**src/rtl/sar_adc_pkg.sv**
```systemverilog
package sar_adc_pkg;
  typedef enum logic [0:0] {
    ST_IDLE = 1'b0,
    ST_CONV = 1'b1
  } sar_state_t;

  localparam int CTRL_START_POS = 0;
  localparam int CTRL_EOC_POS   = 3;
  localparam int CTRL_CH_LSB    = 4;
  localparam int CTRL_CH_W      = 3;
endpackage

```
**src/rtl/sar_regs.sv**
```systemverilog
module sar_regs
  import sar_adc_pkg::*;
#(
  parameter int DW        = 8,
  parameter int ADDR_W    = 8,
  parameter int SEL_W     = 2,
  parameter logic [ADDR_W-1:0] CTRL_ADDR = 8'hF7,
  parameter logic [ADDR_W-1:0] DATA_ADDR = 8'hF6
) (
  input  logic              clk,
  input  logic              rst_n,
  input  logic [ADDR_W-1:0] bus_addr,
  input  logic              bus_wr,
  input  logic [DW-1:0]     bus_wdata,
  output logic [DW-1:0]     bus_rdata,
  input  logic              busy,
  input  logic              done,
  input  logic [DW-1:0]     result_in,
  output logic              start_req,
  output logic [SEL_W-1:0]  start_ch,
  output logic              start_bit,
  output logic              eoc_bit,
  output logic [DW-1:0]     result_q
);
  logic                 ctrl_hit;
  logic [CTRL_CH_W-1:0] ch_q, ch_d;
  logic                 ch_en;
  logic                 start_q, start_d;
  logic                 eoc_q, eoc_d;
  logic                 flag_en;
  logic [DW-1:0]        result_d;
  logic                 result_en;
  logic [7:0]           ctrl_view;
  logic                 unused_wbits;

  assign ctrl_hit  = bus_wr && (bus_addr == CTRL_ADDR);
  assign start_req = ctrl_hit && bus_wdata[CTRL_START_POS] && !busy;
  assign start_ch  = bus_wdata[CTRL_CH_LSB +: SEL_W];
  assign unused_wbits = ^{bus_wdata[DW-1:7], bus_wdata[2:1], bus_wdata[CTRL_EOC_POS]};

  // next-state
  always_comb begin
    ch_en     = ctrl_hit;
    ch_d      = bus_wdata[CTRL_CH_LSB +: CTRL_CH_W];
    flag_en   = start_req || done;
    start_d   = start_q;
    eoc_d     = eoc_q;
    if (done) begin
      start_d = 1'b0;
      eoc_d   = 1'b1;
    end else if (start_req) begin
      start_d = 1'b1;
      eoc_d   = 1'b0;
    end
    result_en = done;
    result_d  = result_in;
  end

  // registers
  always_ff @(posedge clk or negedge rst_n) begin
    if (!rst_n) begin
      ch_q     <= '0;
      start_q  <= 1'b0;
      eoc_q    <= 1'b0;
      result_q <= '0;
    end else begin
      if (ch_en)     ch_q     <= ch_d;
      if (flag_en) begin
        start_q <= start_d;
        eoc_q   <= eoc_d;
      end
      if (result_en) result_q <= result_d;
    end
  end

  // read mux
  always_comb begin
    ctrl_view = 8'h00;
    ctrl_view[CTRL_CH_LSB +: CTRL_CH_W] = ch_q;
    ctrl_view[CTRL_EOC_POS]             = eoc_q;
    ctrl_view[CTRL_START_POS]           = start_q;
    if (bus_addr == CTRL_ADDR)      bus_rdata = DW'(ctrl_view);
    else if (bus_addr == DATA_ADDR) bus_rdata = result_q;
    else                            bus_rdata = '0;
  end

  assign start_bit = start_q;
  assign eoc_bit   = eoc_q;
endmodule

```
**src/rtl/sar_seq.sv**
```systemverilog
module sar_seq
  import sar_adc_pkg::*;
#(
  parameter int DW          = 8,
  parameter int STEP_CYCLES = 2,
  localparam int IW         = $clog2(DW)
) (
  input  logic          clk,
  input  logic          rst_n,
  input  logic          start_req,
  output logic          busy,
  output logic          strobe,
  output logic          done,
  output logic [IW-1:0] idx
);
  sar_state_t    state_q, state_d;
  logic [IW-1:0] idx_q, idx_d;
  logic          state_en;

  assign busy = (state_q == ST_CONV);
  assign idx  = idx_q;
  assign done = strobe && (idx_q == '0);

  generate
    if (STEP_CYCLES == 1) begin : g_no_timer
      assign strobe = busy;
    end else begin : g_timer
      localparam int TW = $clog2(STEP_CYCLES);
      logic [TW-1:0] tmr_q, tmr_d;
      logic          tmr_en;
      assign strobe = busy && (tmr_q == TW'(STEP_CYCLES - 1));
      always_comb begin
        tmr_en = start_req || busy;
        if (start_req || strobe) tmr_d = '0;
        else                     tmr_d = tmr_q + 1'b1;
      end
      always_ff @(posedge clk or negedge rst_n) begin
        if (!rst_n)      tmr_q <= '0;
        else if (tmr_en) tmr_q <= tmr_d;
      end
    end
  endgenerate

  always_comb begin
    state_d  = state_q;
    idx_d    = idx_q;
    state_en = start_req || strobe;
    if (start_req) begin
      state_d = ST_CONV;
      idx_d   = IW'(DW - 1);
    end else if (strobe) begin
      if (idx_q == '0) state_d = ST_IDLE;
      else             idx_d   = idx_q - 1'b1;
    end
  end

  always_ff @(posedge clk or negedge rst_n) begin
    if (!rst_n) begin
      state_q <= ST_IDLE;
      idx_q   <= '0;
    end else if (state_en) begin
      state_q <= state_d;
      idx_q   <= idx_d;
    end
  end
endmodule

```
**src/rtl/sar_core.sv**
```systemverilog
module sar_core #(
  parameter int DW    = 8,
  parameter int SEL_W = 2,
  localparam int IW   = $clog2(DW)
) (
  input  logic             clk,
  input  logic             rst_n,
  input  logic             load,
  input  logic             strobe,
  input  logic [IW-1:0]    idx,
  input  logic             cmp_in,
  input  logic [SEL_W-1:0] ch_in,
  output logic [DW-1:0]    dac_code,
  output logic [SEL_W-1:0] mux_sel,
  output logic [DW-1:0]    resolved
);
  localparam logic [DW-1:0] MID = {1'b1, {(DW-1){1'b0}}};

  logic [DW-1:0]    sar_q, sar_d;
  logic             sar_en;
  logic [SEL_W-1:0] ch_q;

  always_comb begin
    resolved = sar_q;
    if (!cmp_in)     resolved[idx] = 1'b0;
    if (idx != '0)   resolved[idx - 1'b1] = 1'b1;
    sar_en = load || strobe;
    sar_d  = load ? MID : resolved;
  end

  always_ff @(posedge clk or negedge rst_n) begin
    if (!rst_n) begin
      sar_q <= '0;
      ch_q  <= '0;
    end else begin
      if (sar_en) sar_q <= sar_d;
      if (load)   ch_q  <= ch_in;
    end
  end

  assign dac_code = sar_q;
  assign mux_sel  = ch_q;
endmodule

```
**src/rtl/sar_adc_ctrl.sv**
```systemverilog
module sar_adc_ctrl #(
  parameter int DW          = 8,
  parameter int ADDR_W      = 8,
  parameter int CH_COUNT    = 4,
  parameter int STEP_CYCLES = 2,
  parameter int SYNC_STAGES = 2,
  parameter logic [ADDR_W-1:0] CTRL_ADDR = 8'hF7,
  parameter logic [ADDR_W-1:0] DATA_ADDR = 8'hF6,
  localparam int SEL_W = $clog2(CH_COUNT),
  localparam int IW    = $clog2(DW)
) (
  input  logic              clk,
  input  logic              rst_n,
  input  logic [ADDR_W-1:0] bus_addr,
  input  logic              bus_wr,
  input  logic [DW-1:0]     bus_wdata,
  output logic [DW-1:0]     bus_rdata,
  input  logic              cmp_in,
  output logic [DW-1:0]     dac_code,
  output logic [SEL_W-1:0]  mux_sel
);
  logic [SYNC_STAGES-1:0] rst_pipe;
  logic                   rst_sync_n;
  logic                   busy, strobe, done, start_req;
  logic [IW-1:0]          idx;
  logic [SEL_W-1:0]       start_ch;
  logic                   start_bit, eoc_bit;
  logic [DW-1:0]          result_q, resolved;

  always_ff @(posedge clk or negedge rst_n) begin
    if (!rst_n) rst_pipe <= '0;
    else        rst_pipe <= {rst_pipe[SYNC_STAGES-2:0], 1'b1};
  end
  assign rst_sync_n = rst_pipe[SYNC_STAGES-1];

  sar_regs #(
    .DW(DW), .ADDR_W(ADDR_W), .SEL_W(SEL_W),
    .CTRL_ADDR(CTRL_ADDR), .DATA_ADDR(DATA_ADDR)
  ) u_regs (
    .clk(clk), .rst_n(rst_sync_n),
    .bus_addr(bus_addr), .bus_wr(bus_wr), .bus_wdata(bus_wdata),
    .bus_rdata(bus_rdata), .busy(busy), .done(done),
    .result_in(resolved), .start_req(start_req), .start_ch(start_ch),
    .start_bit(start_bit), .eoc_bit(eoc_bit), .result_q(result_q)
  );

  sar_seq #(.DW(DW), .STEP_CYCLES(STEP_CYCLES)) u_seq (
    .clk(clk), .rst_n(rst_sync_n), .start_req(start_req),
    .busy(busy), .strobe(strobe), .done(done), .idx(idx)
  );

  sar_core #(.DW(DW), .SEL_W(SEL_W)) u_core (
    .clk(clk), .rst_n(rst_sync_n), .load(start_req), .strobe(strobe),
    .idx(idx), .cmp_in(cmp_in), .ch_in(start_ch),
    .dac_code(dac_code), .mux_sel(mux_sel), .resolved(resolved)
  );
endmodule

```
**config.mk**
```make
export PLATFORM = sky130hd
export DESIGN_NAME = sar_adc_ctrl
export DESIGN_NICKNAME = d
export VERILOG_FILES = /design/src/rtl/sar_adc_pkg.sv /design/src/rtl/sar_regs.sv /design/src/rtl/sar_seq.sv /design/src/rtl/sar_core.sv /design/src/rtl/sar_adc_ctrl.sv
export SDC_FILE = /design/constraint.sdc
export NUM_CORES = 1
export LEC_CHECK = 0
export BUFFER_PORTS_ARGS = -buffer_cell sky130_fd_sc_hd__buf_2
export CORE_AREA = 2 2 60 68
export CTS_CLUSTER_DIAMETER = 40
export DETAILED_ROUTE_END_ITERATION = 6
export DIE_AREA = 0 0 62 70
export PLACE_DENSITY = 0.72
export SETUP_SLACK_MARGIN = 0.1
export SLEW_MARGIN = 25
export SYNTH_ARGS = -nofsm -noshare
export SYNTH_HDL_FRONTEND = slang
export SYNTH_SLANG_ARGS = --single-unit
```
**constraint.sdc**
```tcl
create_clock -name clk -period 1.7 [get_ports clk]
set_input_delay 0.17 -clock clk [delete_from_list [all_inputs] [get_ports clk]]
set_output_delay 0.17 -clock clk [all_outputs]
set_load 0.02 [all_outputs]
```
# After elaboration in Yosys (flattened, before gate mapping)
# Index checks and enable logic that the tools add are counted.
[totals]
register_bits = 30
in_bits = 20
output_inout_bits = 18
wordCells = 61
[classes]
add_sub_neg = 2
order_cmp = 4
n_eq_ne = 3
n_mux = 20
bitwise_logic = 3
reduce_logical = 19
[op_table]
columns = ["operator", "count"]
rows = [
  ["2-to-1 mux 8 bit", 5],
  ["equality test 8 bit (second input constant)", 2],
  ["2-to-1 mux 1 bit", 10],
  ["2-to-1 mux 3 bit", 3],
  ["AND 8 bit", 1],
  ["less-than comparator 3 x 4 -> 1 bit (second input constant)", 2],
  ["inverter 8 bit", 1],
  ["OR 8 bit", 1],
  ["logical AND 1 bit", 7],
  ["demux 1 bit (select 3 bit)", 2],
  [">= comparator 3 x 1 -> 1 bit (second input constant)", 2],
  ["AND reduction 3 bit", 2],
  ["nonzero test 2 bit", 3],
  ["logical NOT 3 bit", 1],
  ["logical OR 1 bit", 3],
  ["nonzero test 3 bit", 1],
  ["subtractor 3 x 1 -> 3 bit (second input constant)", 1],
  ["!= test 2 bit (second input constant)", 1],
  ["AND reduction 2 bit", 1],
  ["adder 1 bit (second input constant)", 1],
  ["logical NOT 1 bit", 1],
]

# Depth between registers and ports, before layout
# Gate-level depths: netlist of run 1.
[logic_depth]
ltp_word = 10
mapped_depth = 7

# By module
# From an unflattened synthesis of run 1, not the netlist that was laid out.
[hier_totals]
hier_cells = 160
hier_area_um2 = 1745.4
[modules_own_cells]
columns = ["mod", "n_inst", "cells_per_inst", "area_each_um2"]
rows = [
  ["sar_core", 1, 78, 709.4],
  ["sar_regs", 1, 52, 706.9],
  ["sar_seq", 1, 27, 275.3],
  ["sar_adc_ctrl", 1, 3, 53.8],
]

# Worst setup path before layout of run 1
# Ideal clock, no wire load.
[synth_timing]
path_type = "reg2reg"
from = "register u_seq.idx_q[1], in the netlist u_seq.idx[1]"
to = "register u_core.sar_q[2], in the netlist u_core.dac_code[2]"
setup_ns = 0.087
arrival_time_ns = 1.616
t_required_ns = 1.613
path_slack_ns = -0.003
stages_incl_launch_ff = 8
path_buffers = 1
period_less_slack_ns = 1.703
cell_sequence = "dfrtp_1 inv_2 ha_1 buf_6 or4b_4 o22ai_1 a21oi_1 a211oi_2"
[synth_via]
elab_chain_len = 10
word_cells_on_any_way = 18
classes_between = "1 x add/sub; 4 x order compare; 7 x mux; 3 x bitwise; 3 x reduce/logical"
[synth_lines]
columns = ["item", "line", "rtl"]
rows = [
  ["from (decl)", "sar_seq.sv:17", "logic [IW-1:0] idx_q, idx_d;"],
  ["from (signal assigned)", "sar_seq.sv:63", "idx_q <= idx_d;"],
  ["branches (longest 8 deep; another with less-than comparator 3 x 4 -> 1 bit)", "n/a", ""],
  ["2-to-1 mux 8 bit (*)", "sar_core.sv:26", "if (idx != '0) resolved[idx - 1'b1] = 1'b1;"],
  ["2-to-1 mux 8 bit (*)", "sar_core.sv:28", "sar_d = load ? MID : resolved;"],
  ["to (signal assigned)", "sar_core.sv:36", "if (sar_en) sar_q <= sar_d;"],
  ["to (decl)", "sar_core.sv:19", "logic [DW-1:0] sar_q, sar_d;"],
]
# Mark *: on every way between the ends.
# A chain may end at the register's enable or synchronous reset.

# Final worst setup path of run 1
[layout_timing]
from = "register u_seq.idx_q[1], in the netlist u_seq.idx[1]"
to = "register u_regs.result_q[0]"
[layout_via]
elab_chain_len = 9
word_cells_on_any_way = 19
classes_between = "1 x add/sub; 4 x order compare; 6 x mux; 3 x bitwise; 5 x reduce/logical"
[layout_lines]
columns = ["item", "line", "rtl"]
rows = [
  ["branches (longest 9 deep; another with less-than comparator 3 x 4 -> 1 bit)", "n/a", ""],
  ["to (signal assigned)", "sar_regs.sv:72", "if (result_en) result_q <= result_d;"],
  ["to (decl)", "sar_regs.sv:23", "output logic [DW-1:0] result_q"],
]
# Several ways; the timed one is not identified.

==> flow_summary.ini, run 1 <==
[timing]
drv_slew = 0
timing.fmax_ghz = 0.621
rsz0062_at_grt = true
final_hold_viol_count = 0
setup_tns_ns = 0
final.min_clock_period_ns = 1.61
final.period_utilization_pct = 94.7
skew_ns = 0.00856
finalSetupViolCount = 0
layout_setup_ws_ns = 0.0896

[floorplanning]
start_util_pct = 42.3
rows = 24
dieArea_um2 = 4340
die_w_um = 62
coreArea_um2 = 3750
die_y_um = 70
io_pins = 38

[synthesis]
async_flop_share_pct = 100
synth-seq-cells = 30
ys.flop_type = dfrtp_1
syn_inst = 154
avgSynthCellArea_um2 = 10.3
synth-seq-area-share_pct = 47.3
ys_types = 48
ys_warn_count = 0
synth-edff-count = 0
syn-cell-area_um2 = 1590
synth_fp_nets = 176

[critical_path]
worstSetupPathType = register to register
worstSetupStartpoint = u_seq.idx[1]
worst-r2r-setup-slack_ns = 0.09
crit_path_max_fanout = 5
start_kind = register
r2r_end = u_regs.result_q[0]
worst_ep_required_time_ns = 1.92
reg2reg_depth = 6
cp.arrival_ns = 1.83
reg2reg_from = u_seq.idx[1]
cp-end-kind = register

[cts]
clk_latency_ns = 0.28
cts_tree = yes
clkTransAtPathRegs_ns = 0.06
numCtsBuffers = 5
clk_path_buf_depth = 2
clkSinkCount = 30
root_buffer = clkbuf_8
htree_num_levels = 2

[drt]
postRouteAntennaNets = 0
dr.first_iter.drc_count = 49
dr.pass1.iters = 4
wire_per_inst_um = 14.0
vias = 1389
drc = 0
viasPerCell = 5.36
wl_um = 3630

[power]
vdd_drop_max_mv = 0.914
power.leakage_nw = 0.956
comb_power_share_pct = 46.9
switching_share_pct = 39.1
pwr-share-seq_pct = 33.7
p_switching_w = 0.00119
power_w = 0.00306
p_int_w = 0.00186
power_frac_clock_pct = 19.4
power.density_nw_per_um2 = 1470

[cells_and_area]
multi_input_area_um2 = 817
drive_gt1_share_pct = 44.0
syn2layout_area_growth_pct = 30.6
fin_cells = 259
nets = 228
register_area_um2 = 751
n_fill_cell = 336
antenna_cells = 0

[worst_hold_path]
hold_end = u_regs.ch_q[2]
holdPathStages = 2
hp-class = primary input to register
holdCritStartpoint = bus_wdata[6]

[outcome]
status = complete, no violations

[global_route]
track_usage_pct = 17.4
antenna_found_initial = 0
grt_max_degree = 29
gr-total-overflow = 0
grt_pass1_wl_um = 5680
first_global_vias = 1299

[flow_run]
cap_violations = 0

[placed_design]
globalplace.congestion = 0.929
place_ws_ns = 0.0490
port_buffers = 33
hpwlAfterDp_um = 2590
dp_cells = 247
-- through the flow --
stage | hold WS [ns] | cell area (um^2) | utilization, %
after floorplan | -0.126 | 1610 | -
after global placement | -0.0434 | 1900 | 50.6
after detailed placement | -0.0428 | 1900 | 50.6
after CTS | 0.120 | 2030 | 54.2
after global routing | 0.121 | 2070 | 55.2
final | 0.125 | 2070 | 55.2
-- cells in the mapped netlist (2+ instances only) --
cell type  number  share of area [%]
a21oi_1         3               0.95
a22o_2          5                3.2
a31oi_1         2               0.79
a32oi_1         2                1.1
and2_1          4                1.6
and3_1          2               0.79
buf_2           3               0.95
buf_6           3                2.1
dfrtp_1        30                 47
ha_1            2                1.6
inv_1           6                1.4
mux2_2          9                6.4
nand2_1        16                3.8
nand3_1         2               0.63
nand4_1         2               0.79
nand4b_1        2                1.1
nor2_1          8                1.9
nor3_1          5                1.6
nor4_1          2               0.79
o21ai_0        14                4.4
o31ai_1         2               0.95
or3_1           3                1.2
xnor2_1         2                1.1
-- worst max path at each step --
stage / end / slack [ns] / cells past startpoint
floorplan: u_core.dac_code[2] / 0.03 / 7
global placement: u_core.dac_code[4] / 0.06 / 5
detailed placement: u_core.dac_code[2] / 0.05 / 6
CTS: u_core.dac_code[2] / 0.07 / 6
global route: u_core.dac_code[3] / 0.01 / 6
finish: u_regs.result_q[0] / 0.09 / 6
-- power groups by stage --
stage | combinational [W] | sequential [W] | clock [W]
floorplan | 0.000779 | 0.00108 | 0
global placement | 0.00121 | 0.00104 | 0
detailed placement | 0.00123 | 0.00104 | 0
CTS | 0.00132 | 0.00103 | 0.000615
global route | 0.00156 | 0.00105 | 0.000646
finish | 0.00143 | 0.00103 | 0.000593
-- critical path: stages, from the launching register on --
cell and delay, ns:
dfrtp_1 0.36, inv_2 0.09, ha_4 0.17, or4b_4 0.55, o21ai_2 0.15, buf_4 0.12, mux2_2 0.12
-- what timing repair did --
action	4_1_cts	5_1_grt
resized for setup	4	4
hold endpoints to repair	2	0
setup buffers	2	1
hold buffers	1	0
pin swaps	2	6
endpoints found under the setup margin	7	12
-- cell type report --
type,count,share of cell area (%)
clock buffer,6,3.99
clock inverter,2,0.604
inverter,7,1.27
multi-input combinational,109,39.4
sequential,30,36.2
tap,52,3.14
timing repair buffer,53,15.3
-- logic make-up (layout without fill, tap and decap cells) --
family / count (synthesis) / count (layout) / synth area share, %
fa+ha+maj: 2 / 2 / 1.58
buf+inv: 15 / 68 / 5.44
other cells: 1 / 1 / 0.236
mux: 9 / 9 / 6.39
flops: 30 / 30 / 47.3
compound gates: 39 / 39 / 17.0
xor+xnor: 2 / 2 / 1.10
simple gates: 56 / 56 / 20.9
-- cell usage in the layout, fill, tap and decap left out, types with 2 or more instances in the layout --
cell type	instances
dfrtp_1	30
nand4_1	2
nand2_1	16
and2_1	4
o31ai_1	2
inv_2	2
and3_1	2
inv_1	5
mux2_2	9
buf_2	33
nor4_2	2
nand4b_1	2
ha_4	2
a31oi_1	2
o21ai_0	14
buf_4	19
nor2_1	8
xnor2_1	2
nor3_1	5
clkbuf_8	6
a32oi_1	2
or3_1	3
a21oi_1	2
nand3_1	2
a22o_2	5
-- flip-flops by register name, summed over array words and instances (netlist names) --
register and count:
u_regs.start_bit 1, u_regs.ch_q 3, u_core.dac_code 8, u_core.mux_sel 2
u_seq.busy 1, u_seq.idx 3, rst_pipe 2, u_regs.result_q 8
u_seq.g_timer.tmr_q 1, u_regs.eoc_bit 1
-- layer usage --
layer / track usage, % / routed length (um)
met4: 3.55 / 42
met5: 0 / 0
met3: 5.37 / 249
met2: 28.7 / 1760
met1: 21.9 / 1570
Power figures use the tool's default switching activity.
==> inputs of run 2 (changes only) <==
Settings changed: ABC_AREA set to 1, CORE_AREA 2 2 60 68 to 2 2 61 69, DIE_AREA 0 0 62 70 to 0 0 63 71, PLACE_DENSITY 0.72 to 0.71, TNS_END_PERCENT set to 50.
==> run 2 against run 1 <==
Against the previous run:
- die area grew 3.1%
- clock skew shrank 0.0045 ns
- sequential power shrank 19%
- sequential share of layout area grew 1.7 points
- non-clock buffer count shrank 15
- synthesized cell count grew 32%
- highest routed layer unchanged
- flip-flop and latch count is the same
==> flow_summary.ini, run 2 <==
[outcome]
status = complete, no violations

[drt]
wl_um = 3410
drc = 0
wire_per_inst_um = 11.4
viasPerCell = 4.71
vias = 1408
postRouteAntennaNets = 0
dr.first_iter.drc_count = 71
dr.pass1.iters = 4

[cts]
clkTransAtPathRegs_ns = 0.06
clk_latency_ns = 0.28
numCtsBuffers = 5
clkSinkCount = 30
cts_tree = yes
root_buffer = clkbuf_8
clk_path_buf_depth = 2
htree_num_levels = 2

[cells_and_area]
final_common_cell = nand2_1
syn2layout_area_growth_pct = 21.9
final_area_um2 = 1980
antenna_cells = 0
n_fill_cell = 403
final_cell_mix = nand2_1, buf_2, dfrtp_1
nets = 268
drive_gt1_share_pct = 29.6

[flow_run]
cap_violations = 0

[power]
power.leakage_nw = 1.10
p_int_w = 0.00132
power.density_nw_per_um2 = 930
pwr-share-seq_pct = 45.5
p_switching_w = 0.000521
vdd_drop_max_mv = 0.405
switching_share_pct = 28.3
power_frac_clock_pct = 36.2
comb_power_share_pct = 18.2

[synthesis]
synth-edff-count = 0
syn_inst = 204
synth-seq-cells = 30
synthTopCellsByArea = dfrtp_1, nand2_1, nand3_1
avgSynthCellArea_um2 = 7.97
synth-seq-area-share_pct = 46.2
synth_common_cells = nand2_1, dfrtp_1, inv_1
ys_warn_count = 0
synth_fp_nets = 226
async_flop_share_pct = 100
syn-cell-area_um2 = 1630
yosys.area.top_type_share_pct = 46.2
yosysTopAreaCell = dfrtp_1
ys_types = 26
synth.most_common_cell = nand2_1
ys.flop_type = dfrtp_1

[timing]
timing.fmax_ghz = 0.687
skew_ns = 0.00404
final.period_utilization_pct = 85.6
setup_tns_ns = 0
final_hold_viol_count = 0
final.min_clock_period_ns = 1.45
hold_ws_ns = 0.135
finalSetupViolCount = 0
rsz0062_at_grt = false
drv_slew = 0

[critical_path]
crit_chain = inv_1, ha_1, nand2_2, nand2_1, o21ai_1, nand2_1, nand2_1
worst_ep_required_time_ns = 1.93
cp_common_cell = nand2_1
cp_top_family = simple AND/OR/NAND/NOR gates
cp_slowest_cell = dfrtp_1
crit_path_max_fanout = 4
start_kind = register
cp_num_buf_inv = 1
cp.arrival_ns = 1.68
cp-end-kind = register
cp_slowest_stage_delay_ns = 0.38
worstSetupPathType = register to register

[floorplanning]
io_pins = 38
rows = 24
start_util_pct = 42.6
dieArea_um2 = 4470
die_y_um = 71
die_w_um = 63
coreArea_um2 = 3810

[global_route]
antenna_found_initial = 0
grt_max_degree = 29
grt_pass1_wl_um = 5940
first_global_vias = 1341
track_usage_pct = 17.2
gr-total-overflow = 0

[placed_design]
hpwlAfterDp_um = 2570
globalplace.congestion = 0.826
placed_area_um2 = 1840
port_buffers = 33

[worst_hold_path]
hp-class = primary input to register
-- run 2: changes by cell type after synthesis, moves of 4 or more --
cell	delta
a22o_2	-5
and2_1	-4
inv_1	+8
mux2_2	-9
nand2_1	+74
nand3_1	+10
nand3_2	+4
nor3_1	-5
-- run 2: final timing paths --
kind / end / slack, ns / start / cells past startpoint
worst max register to register: u_core.dac_code[4] / 0.25 / u_seq.idx[0] / 7
worst min register to register: u_core.dac_code[5] / 0.25 / rst_pipe[1] / 1
worst max-delay path: u_core.dac_code[4] / 0.25 / u_seq.idx[0] / 7
max in group asynchronous: u_regs.result_q[3] / 1.19 / rst_pipe[1] / 1
worst min-delay path: u_regs.ch_q[2] / 0.13 / bus_wdata[6] / 3
min in group asynchronous: rst_pipe[0] / 0.19 / rst_n / 2
-- run 2: area by class of cell --
type	count	area, um^2	area share [%]
multi-input combinational	154	786	39.7
sequential	30	751	37.9
timing repair buffer	38	205	10.4
clock buffer	8	110	5.56
tap	52	65.1	3.28
inverter	17	63.8	3.22
-- run 2: routing by layer --
layer | vias to the layer above | routed length (um) | GRT usage (%)
li1 | 722 | - | -
met1 | 646 | 1450 | 20.3
met2 | 32 | 1710 | 28.4
met3 | 8 | 161 | 5.41
met4 | 0 | 89 | 8.40
met5 | - | 0 | 0
-- run 2: through the flow --
stage	power (W)	cells	setup slack (ns)	util (%)
2_1_floorplan	0.00107	204	0.356	-
3_3_place_gp	0.00117	288	0.208	48.2
3_5_place_dp	0.00118	288	0.183	48.2
4_1_cts	0.00186	297	0.167	51.4
5_1_grt	0.00194	299	0.113	51.9
6_report	0.00184	299	0.245	51.9
-- run 2: repair_timing --
action | 4_1_cts | 5_1_grt
hold buffers | 1 | 0
gates resized for setup | 0 | 3
hold endpoints to repair | 2 | 0
buffers inserted | 0 | 2
setup endpoints to repair | 0 | 14
-- run 2: worst min-delay path, stage by stage --
cell	delay (ns)
buf_2	0.08
nand3_1	0.07
nand2_1	0.07
-- run 2: power by group through the flow --
stage,Combinational (W),Sequential [W],Clock (W)
finish,0.000336,0.000839,0.000667
global route,0.000385,0.000847,0.000711
CTS,0.000332,0.000839,0.000686
detailed placement,0.000328,0.000852,0
global placement,0.000321,0.000850,0
floorplan,0.000192,0.000882,0
-- run 2: cell families (layout without fill, tap and decap cells) --
logic type	Yosys count	in the layout	share of synthesized area, %
AO/OA/AOI/OAI	20	20	8.01
adder cells (fa/ha/maj)	2	2	1.54
buffers and inverters	20	63	5.85
flip-flops	30	30	46.2
other	1	1	0.231
AND/OR/NAND/NOR	131	131	38.2
